**src/rtl/wf_pkg.sv**
```systemverilog
// Package: wf_pkg
// Shared widths, state codes, table word layout and the constant functions
// that fill the lookup table at elaboration time.
// Assumes: the address is {state, left, right}; the word is {next, tr, tl, fwd}.
package wf_pkg;

    localparam int ST_W    = 2;
    localparam int SENS_W  = 2;
    localparam int ACT_W   = 3;
    localparam int ADDR_W  = ST_W + SENS_W;
    localparam int WORD_W  = ST_W + ACT_W;
    localparam int DEPTH   = 1 << ADDR_W;

    typedef enum logic [ST_W-1:0] {
        ST_SEARCH = 2'b00,
        ST_BACKOFF = 2'b01,
        ST_WALL_A = 2'b10,
        ST_WALL_B = 2'b11
    } wf_state_e;

    typedef struct packed {
        logic tr;
        logic tl;
        logic fwd;
    } wf_act_t;

    typedef struct packed {
        wf_state_e nxt;
        wf_act_t   act;
    } wf_word_t;

    // Actions that belong to a held state.
    function automatic wf_act_t act_for(input wf_state_e s);
        wf_act_t a;
        a = '0;
        case (s)
            ST_SEARCH:  a.fwd = 1'b1;
            ST_BACKOFF: a.tl  = 1'b1;
            ST_WALL_A:  begin a.fwd = 1'b1; a.tr = 1'b1; end
            default:    begin a.fwd = 1'b1; a.tl = 1'b1; end
        endcase
        return a;
    endfunction

    // Successor state used only to compute table contents.
    function automatic wf_state_e succ_for(input wf_state_e s, input logic l, input logic r);
        wf_state_e n;
        case (s)
            ST_SEARCH:  n = (l | r) ? ST_BACKOFF : ST_SEARCH;
            ST_BACKOFF: n = (l | r) ? ST_BACKOFF : ST_WALL_A;
            ST_WALL_A:  n = r ? ST_WALL_B : ST_WALL_A;
            default:    n = l ? ST_BACKOFF : (r ? ST_WALL_B : ST_WALL_A);
        endcase
        return n;
    endfunction

    // Table word stored at a given address: next state and its actions.
    function automatic wf_word_t word_for(input logic [ADDR_W-1:0] a);
        wf_word_t w;
        wf_state_e s;
        s     = wf_state_e'(a[ADDR_W-1:SENS_W]);
        w.nxt = succ_for(s, a[1], a[0]);
        w.act = act_for(w.nxt);
        return w;
    endfunction

endpackage

```
**src/rtl/wf_rom.sv**
```systemverilog
// Module: wf_rom
// Constant lookup table, one word per {state, left, right} address.
// Assumes: contents are fixed at elaboration; read is purely combinational.
module wf_rom
    import wf_pkg::*;
#(
    parameter int AW = ADDR_W,
    parameter int DW = WORD_W
) (
    input  logic [AW-1:0] addr,
    output logic [DW-1:0] data
);

    localparam int NWORDS = 1 << AW;

    logic [DW-1:0] table_mem [NWORDS];

    // Fill each word from the constant contents function.
    for (genvar i = 0; i < NWORDS; i++) begin : g_word
        localparam wf_word_t CONTENT = word_for(i[AW-1:0]);
        assign table_mem[i] = DW'(CONTENT);
    end

    // Read the addressed word.
    always_comb begin
        data = table_mem[addr];
    end

endmodule

```
**src/rtl/wf_state_reg.sv**
```systemverilog
// Module: wf_state_reg
// Holds the state and the actuator commands from the table word.
// Assumes: synchronous active-low reset; the word is {next, tr, tl, fwd}.
module wf_state_reg
    import wf_pkg::*;
(
    input  logic      clk,
    input  logic      rst_n,
    input  wf_word_t  d,
    output wf_state_e state,
    output wf_act_t   act
);

    // Capture the next state and its actions, or the reset values.
    always_ff @(posedge clk) begin
        if (!rst_n) begin
            state <= ST_SEARCH;
            act   <= act_for(ST_SEARCH);
        end else begin
            state <= d.nxt;
            act   <= d.act;
        end
    end


    reset_value_chk: assert property (@(posedge clk) !rst_n |=>
        (state == ST_SEARCH && act.fwd && !act.tl && !act.tr));


    turn_excl_chk: assert property (@(posedge clk) disable iff (!rst_n)
        !(act.tl && act.tr));

endmodule

```
**src/rtl/wf_ctrl.sv**
```systemverilog
// Module: wf_ctrl
// Wall-following controller: lookup table addressed by {state, L, R},
// feeding a register that holds the state and the actuator commands.
// Assumes: one decision per clock; antenna inputs already synchronous.
module wf_ctrl
    import wf_pkg::*;
(
    input  logic            clk,
    input  logic            rst_n,
    input  logic            ant_l,
    input  logic            ant_r,
    output logic            step_fwd,
    output logic            turn_left,
    output logic            turn_right,
    output logic [ST_W-1:0] state_q
);

    logic [ADDR_W-1:0] rom_addr;
    logic [WORD_W-1:0] rom_data;
    wf_word_t          rom_word;
    wf_state_e         cur_state;
    wf_act_t           cur_act;

    // Form the table address from the held state and both antennas.
    always_comb begin
        rom_addr = {cur_state, ant_l, ant_r};
        rom_word = wf_word_t'(rom_data);
    end

    wf_rom #(.AW(ADDR_W), .DW(WORD_W)) i_rom (
        .addr (rom_addr),
        .data (rom_data)
    );

    wf_state_reg i_reg (
        .clk   (clk),
        .rst_n (rst_n),
        .d     (rom_word),
        .state (cur_state),
        .act   (cur_act)
    );

    // Drive the ports from the held register.
    always_comb begin
        step_fwd   = cur_act.fwd;
        turn_left  = cur_act.tl;
        turn_right = cur_act.tr;
        state_q    = cur_state;
    end


    search_leave_chk: assert property (@(posedge clk) disable iff (!rst_n)
        (cur_state == ST_SEARCH && (ant_l || ant_r)) |=> (state_q == ST_BACKOFF));


    wall_a_no_back_chk: assert property (@(posedge clk) disable iff (!rst_n)
        (cur_state == ST_WALL_A) |=> (state_q != ST_BACKOFF && state_q != ST_SEARCH));


    backoff_act_chk: assert property (@(posedge clk) disable iff (!rst_n)
        (state_q == ST_BACKOFF) |-> (turn_left && !turn_right && !step_fwd));


    wall_a_act_chk: assert property (@(posedge clk) disable iff (!rst_n)
        (state_q == ST_WALL_A) |-> (turn_right && step_fwd && !turn_left));


    defined_out_chk: assert property (@(posedge clk) disable iff (!rst_n)
        !$isunknown({rom_data, step_fwd, turn_left, turn_right, state_q}));

endmodule

```
**config.mk**
```make
export PLATFORM = sky130hd
export DESIGN_NAME = wf_ctrl
export DESIGN_NICKNAME = d
export VERILOG_FILES = /design/src/rtl/wf_pkg.sv /design/src/rtl/wf_rom.sv /design/src/rtl/wf_state_reg.sv /design/src/rtl/wf_ctrl.sv
export SDC_FILE = /design/constraint.sdc
export NUM_CORES = 1
export LEC_CHECK = 0
export BUFFER_PORTS_ARGS = -buffer_cell sky130_fd_sc_hd__buf_4
export CELL_PAD_IN_SITES_DETAIL_PLACEMENT = 1
export CELL_PAD_IN_SITES_GLOBAL_PLACEMENT = 1
export CORE_AREA = 2 2 39 41
export CTS_CLUSTER_SIZE = 28
export DETAILED_ROUTE_END_ITERATION = 8
export DIE_AREA = 0 0 41 43
export GPL_ROUTABILITY_DRIVEN = 0
export MAX_ROUTING_LAYER = met4
export PLACE_DENSITY_LB_ADDON = 0.1
export SLEW_MARGIN = 30
export SYNTH_ARGS = -nofsm -noshare
export SYNTH_HDL_FRONTEND = slang
export SYNTH_SLANG_ARGS = --single-unit
```
**constraint.sdc**
```tcl
create_clock -name clk -period 1.9 [get_ports clk]
set_input_delay 0.57 -clock clk [delete_from_list [all_inputs] [get_ports clk]]
set_output_delay 0.57 -clock clk [all_outputs]
set_load 0.02 [all_outputs]
```
==> impl_metrics.py <==
metrics = {
    "timing": {
        "finalMaxSlewViolations": 0,
        "slew-limit-headroom": 0.8462,
        "timing.fmax_mhz": 703.9,
        "finalSetupTns_ps": 0,
        "period_needed_ps": 1421,
        "skew_ps": 2.830,
        "max_slew.worst_pin.slew_ps": 230.4,
        "rsz0062_at_grt": "no",
        "post-route-period-util": 0.7477,
        "hold_violations": 0,
        "setup_violations": 0,
    },
    "synth": {
        "synth.top_cell.area_share": 0.5120,
        "synthFlopType": "dfxtp_1",
        "yosys_warnings": 0,
        "synth_area_sq_um": 156.4,
        "synth_area_per_cell_sq_um": 10.43,
        "synth-compound-area-share": 0.2080,
        "synth_fa_ha_area_frac": 0,
        "synth_cell_types": 12,
        "synth_seq_cells": 4,
        "synthCells": 15,
        "synth_top_family_by_area": "compound AO/OA/AOI/OAI gates",
        "yosysMostFrequentCell": "dfxtp_1",
        "syn_nets": 19,
        "synth-xor-area-share": 0,
        "ys_seq_area_frac": 0.5120,
        "async_reset_ff_frac": 0,
        "synth_edf_count": 0,
        "synthTopCellsByArea": "dfxtp_1 (51%), o311a_2 (7.2%), a21bo_2 (6.4%)",
        "synthSimpleGateAreaFrac": 0.2080,
        "synth_mux_area_frac": 0,
        "synth_largest_area_cell": "dfxtp_1",
    },
    "worst_setup_path": {
        "crit_chain": "buf_4",
        "r2r_setup_slack_ps": 1030,
        "critPathTopFamily": "flip-flops",
        "ff2ff_path_depth": 1,
        "cpMaxStageDelayCell": "dfxtp_1",
        "endpoint": "turn_left",
        "cp-end-kind": "output pin",
        "worst-endpoint-arrival_ps": 850,
        "cp_max_fo": 7,
        "max_stage_delay_ps": 430,
        "crit_cells": 1,
        "worst-path-buf-inv": 1,
        "crit_start": "i_reg.state[0]$_SDFF_PN0_",
        "required_ps": 1330,
        "crit_type": "reg -> out",
        "startpoint_type": "flop",
        "r2r-end": "i_reg.state[0]$_SDFF_PN0_",
        "r2r_start": "i_reg.state[0]$_SDFF_PN0_",
    },
    "floorplanning": {
        "die_area_sq_um": 1763,
        "initial_utilization": 0.1130,
        "coreArea_sq_um": 1384,
        "die_y_um": 43,
        "die_w_um": 41,
        "rows": 14,
        "io_pins": 9,
    },
    "detailed_routing": {
        "ant_nets": 0,
        "drc": 0,
        "firstDrtPassIters": 2,
        "drtIter0Drc": 1,
        "wl_um": 362,
        "dr_total_vias": 141,
        "wl_per_cell_um": 8.829,
        "vias_per_cell": 3.439,
    },
    "cells_and_area": {
        "seq_area_sq_um": 80.08,
        "fin_nets": 31,
        "antenna_cells": 0,
        "fillers": 162,
        "final_layout_size_suffix_gt1_frac": 0.5600,
        "multi_input_area_sq_um": 65.06,
        "finalInstanceArea_sq_um": 251.5,
        "area_delta_synth_final_pct": 60.80,
        "utilization": 0.1817,
    },
    "clocking": {
        "cts_made_buffers": 3,
        "clockRootBuffer": "clkbuf_4",
        "cts_resized": 0,
        "clk_pin_slew_ps": 30,
        "cts_hold_buf": 0,
        "cts_tree": "yes",
        "cts_max_level": 1,
        "worstSkewPairLatency_ps": 230,
        "cts_buffer_depth": 2,
        "clock-sinks": 4,
        "post_cts_buffers": 0,
    },
    "global_route": {
        "grt_first_pass_wirelength_um": 655,
        "antenna_found_initial": 0,
        "first_global_vias": 170,
        "groute.usage.overall": 0.06564,
        "grt_start_max_net_pins": 8,
        "overflow": 0,
    },
    "pwr": {
        "power_leakage_nw": 0.1117,
        "power_mw": 0.2373,
        "power.density_nw_per_um2": 943.7,
        "ir_drop_uv": 333.3,
    },
    "hold_path": {
        "hp-class": "reg -> reg",
        "hp-start": "i_reg.state[1]$_SDFF_PN0_",
    },
    "place": {
        "port_buffers": 8,
        "place_area_sq_um": 229.0,
    },
    "outcome": {
        "outcome": "finished clean",
    },
    "flow_run": {
        "maxCapViolCount": 0,
    },
}
[report_power, final]
part | switching, mW | internal (mW)
sequential | 0.00446 | 0.0906
clock | 0.0324 | 0.0705
combinational | 0.0197 | 0.0197
[metal layers]
layer	track usage	wire (um)	part of all wire	vias up
met4	0.04000	14	0.039	0
li1	-	-	-	74
met2	0.07500	172	0.48	5
met1	0.06051	153	0.42	60
met5	-	0	0	-
met3	0.07853	21	0.058	2
[layout by cell type (no fill, tap or decap)]
master,Yosys,final
nor3_2,1,1
and3_1,1,1
nand2b_1,1,1
buf_4,1,8
dfxtp_1,4,4
inv_1,1,1
clkbuf_4,0,3
o311a_2,1,1
or2_1,1,1
nor2_1,1,1
a31oi_1,1,1
a21oi_1,1,1
a21bo_2,1,1
[how the worst min path moves through the flow]
| stage | cells after the start | endpoint | slack (ps) |
|---|---|---|---|
| 2_1_floorplan | 2 | i_reg.state[1]$_SDFF_PN0_ | 570 |
| 3_3_place_gp | 2 | i_reg.act[2]$_SDFF_PN0_ | 520 |
| 3_5_place_dp | 2 | i_reg.state[1]$_SDFF_PN0_ | 520 |
| 4_1_cts | 2 | i_reg.act[2]$_SDFF_PN0_ | 510 |
| 5_1_grt | 2 | i_reg.act[2]$_SDFF_PN0_ | 520 |
| 6_report | 2 | i_reg.state[1]$_SDFF_PN0_ | 510 |
[metrics by stage]
stage,setup WS (ps),hold WS (ps),std cells
after global placement,689.7,524.8,38
after floorplan,638.1,572.1,15
final,479.3,514.5,41
after detailed placement,700.2,518.6,38
after global routing,397.7,520.4,41
after CTS,449.6,512.6,41
[logic make-up (layout without fill, tap and decap cells)]
group / count (synthesis) / in the layout
flops: 4 / 4
simple gates: 5 / 5
compound gates: 4 / 4
buf+inv: 2 / 12
[area by class of cell]
type / instances / area share
Tap cell: 16 / 0.07960
Inverter: 1 / 0.01493
Clock buffer: 3 / 0.08955
Timing Repair Buffer: 8 / 0.2388
Multi-Input combinational cell: 9 / 0.2587
Sequential cell: 4 / 0.3184
[sequential cells by signal, indices dropped and copies added, names as in the netlist]
name         cells
i_reg.act        2
i_reg.state      2
Note: power is estimated with default switching activity, not from simulation.
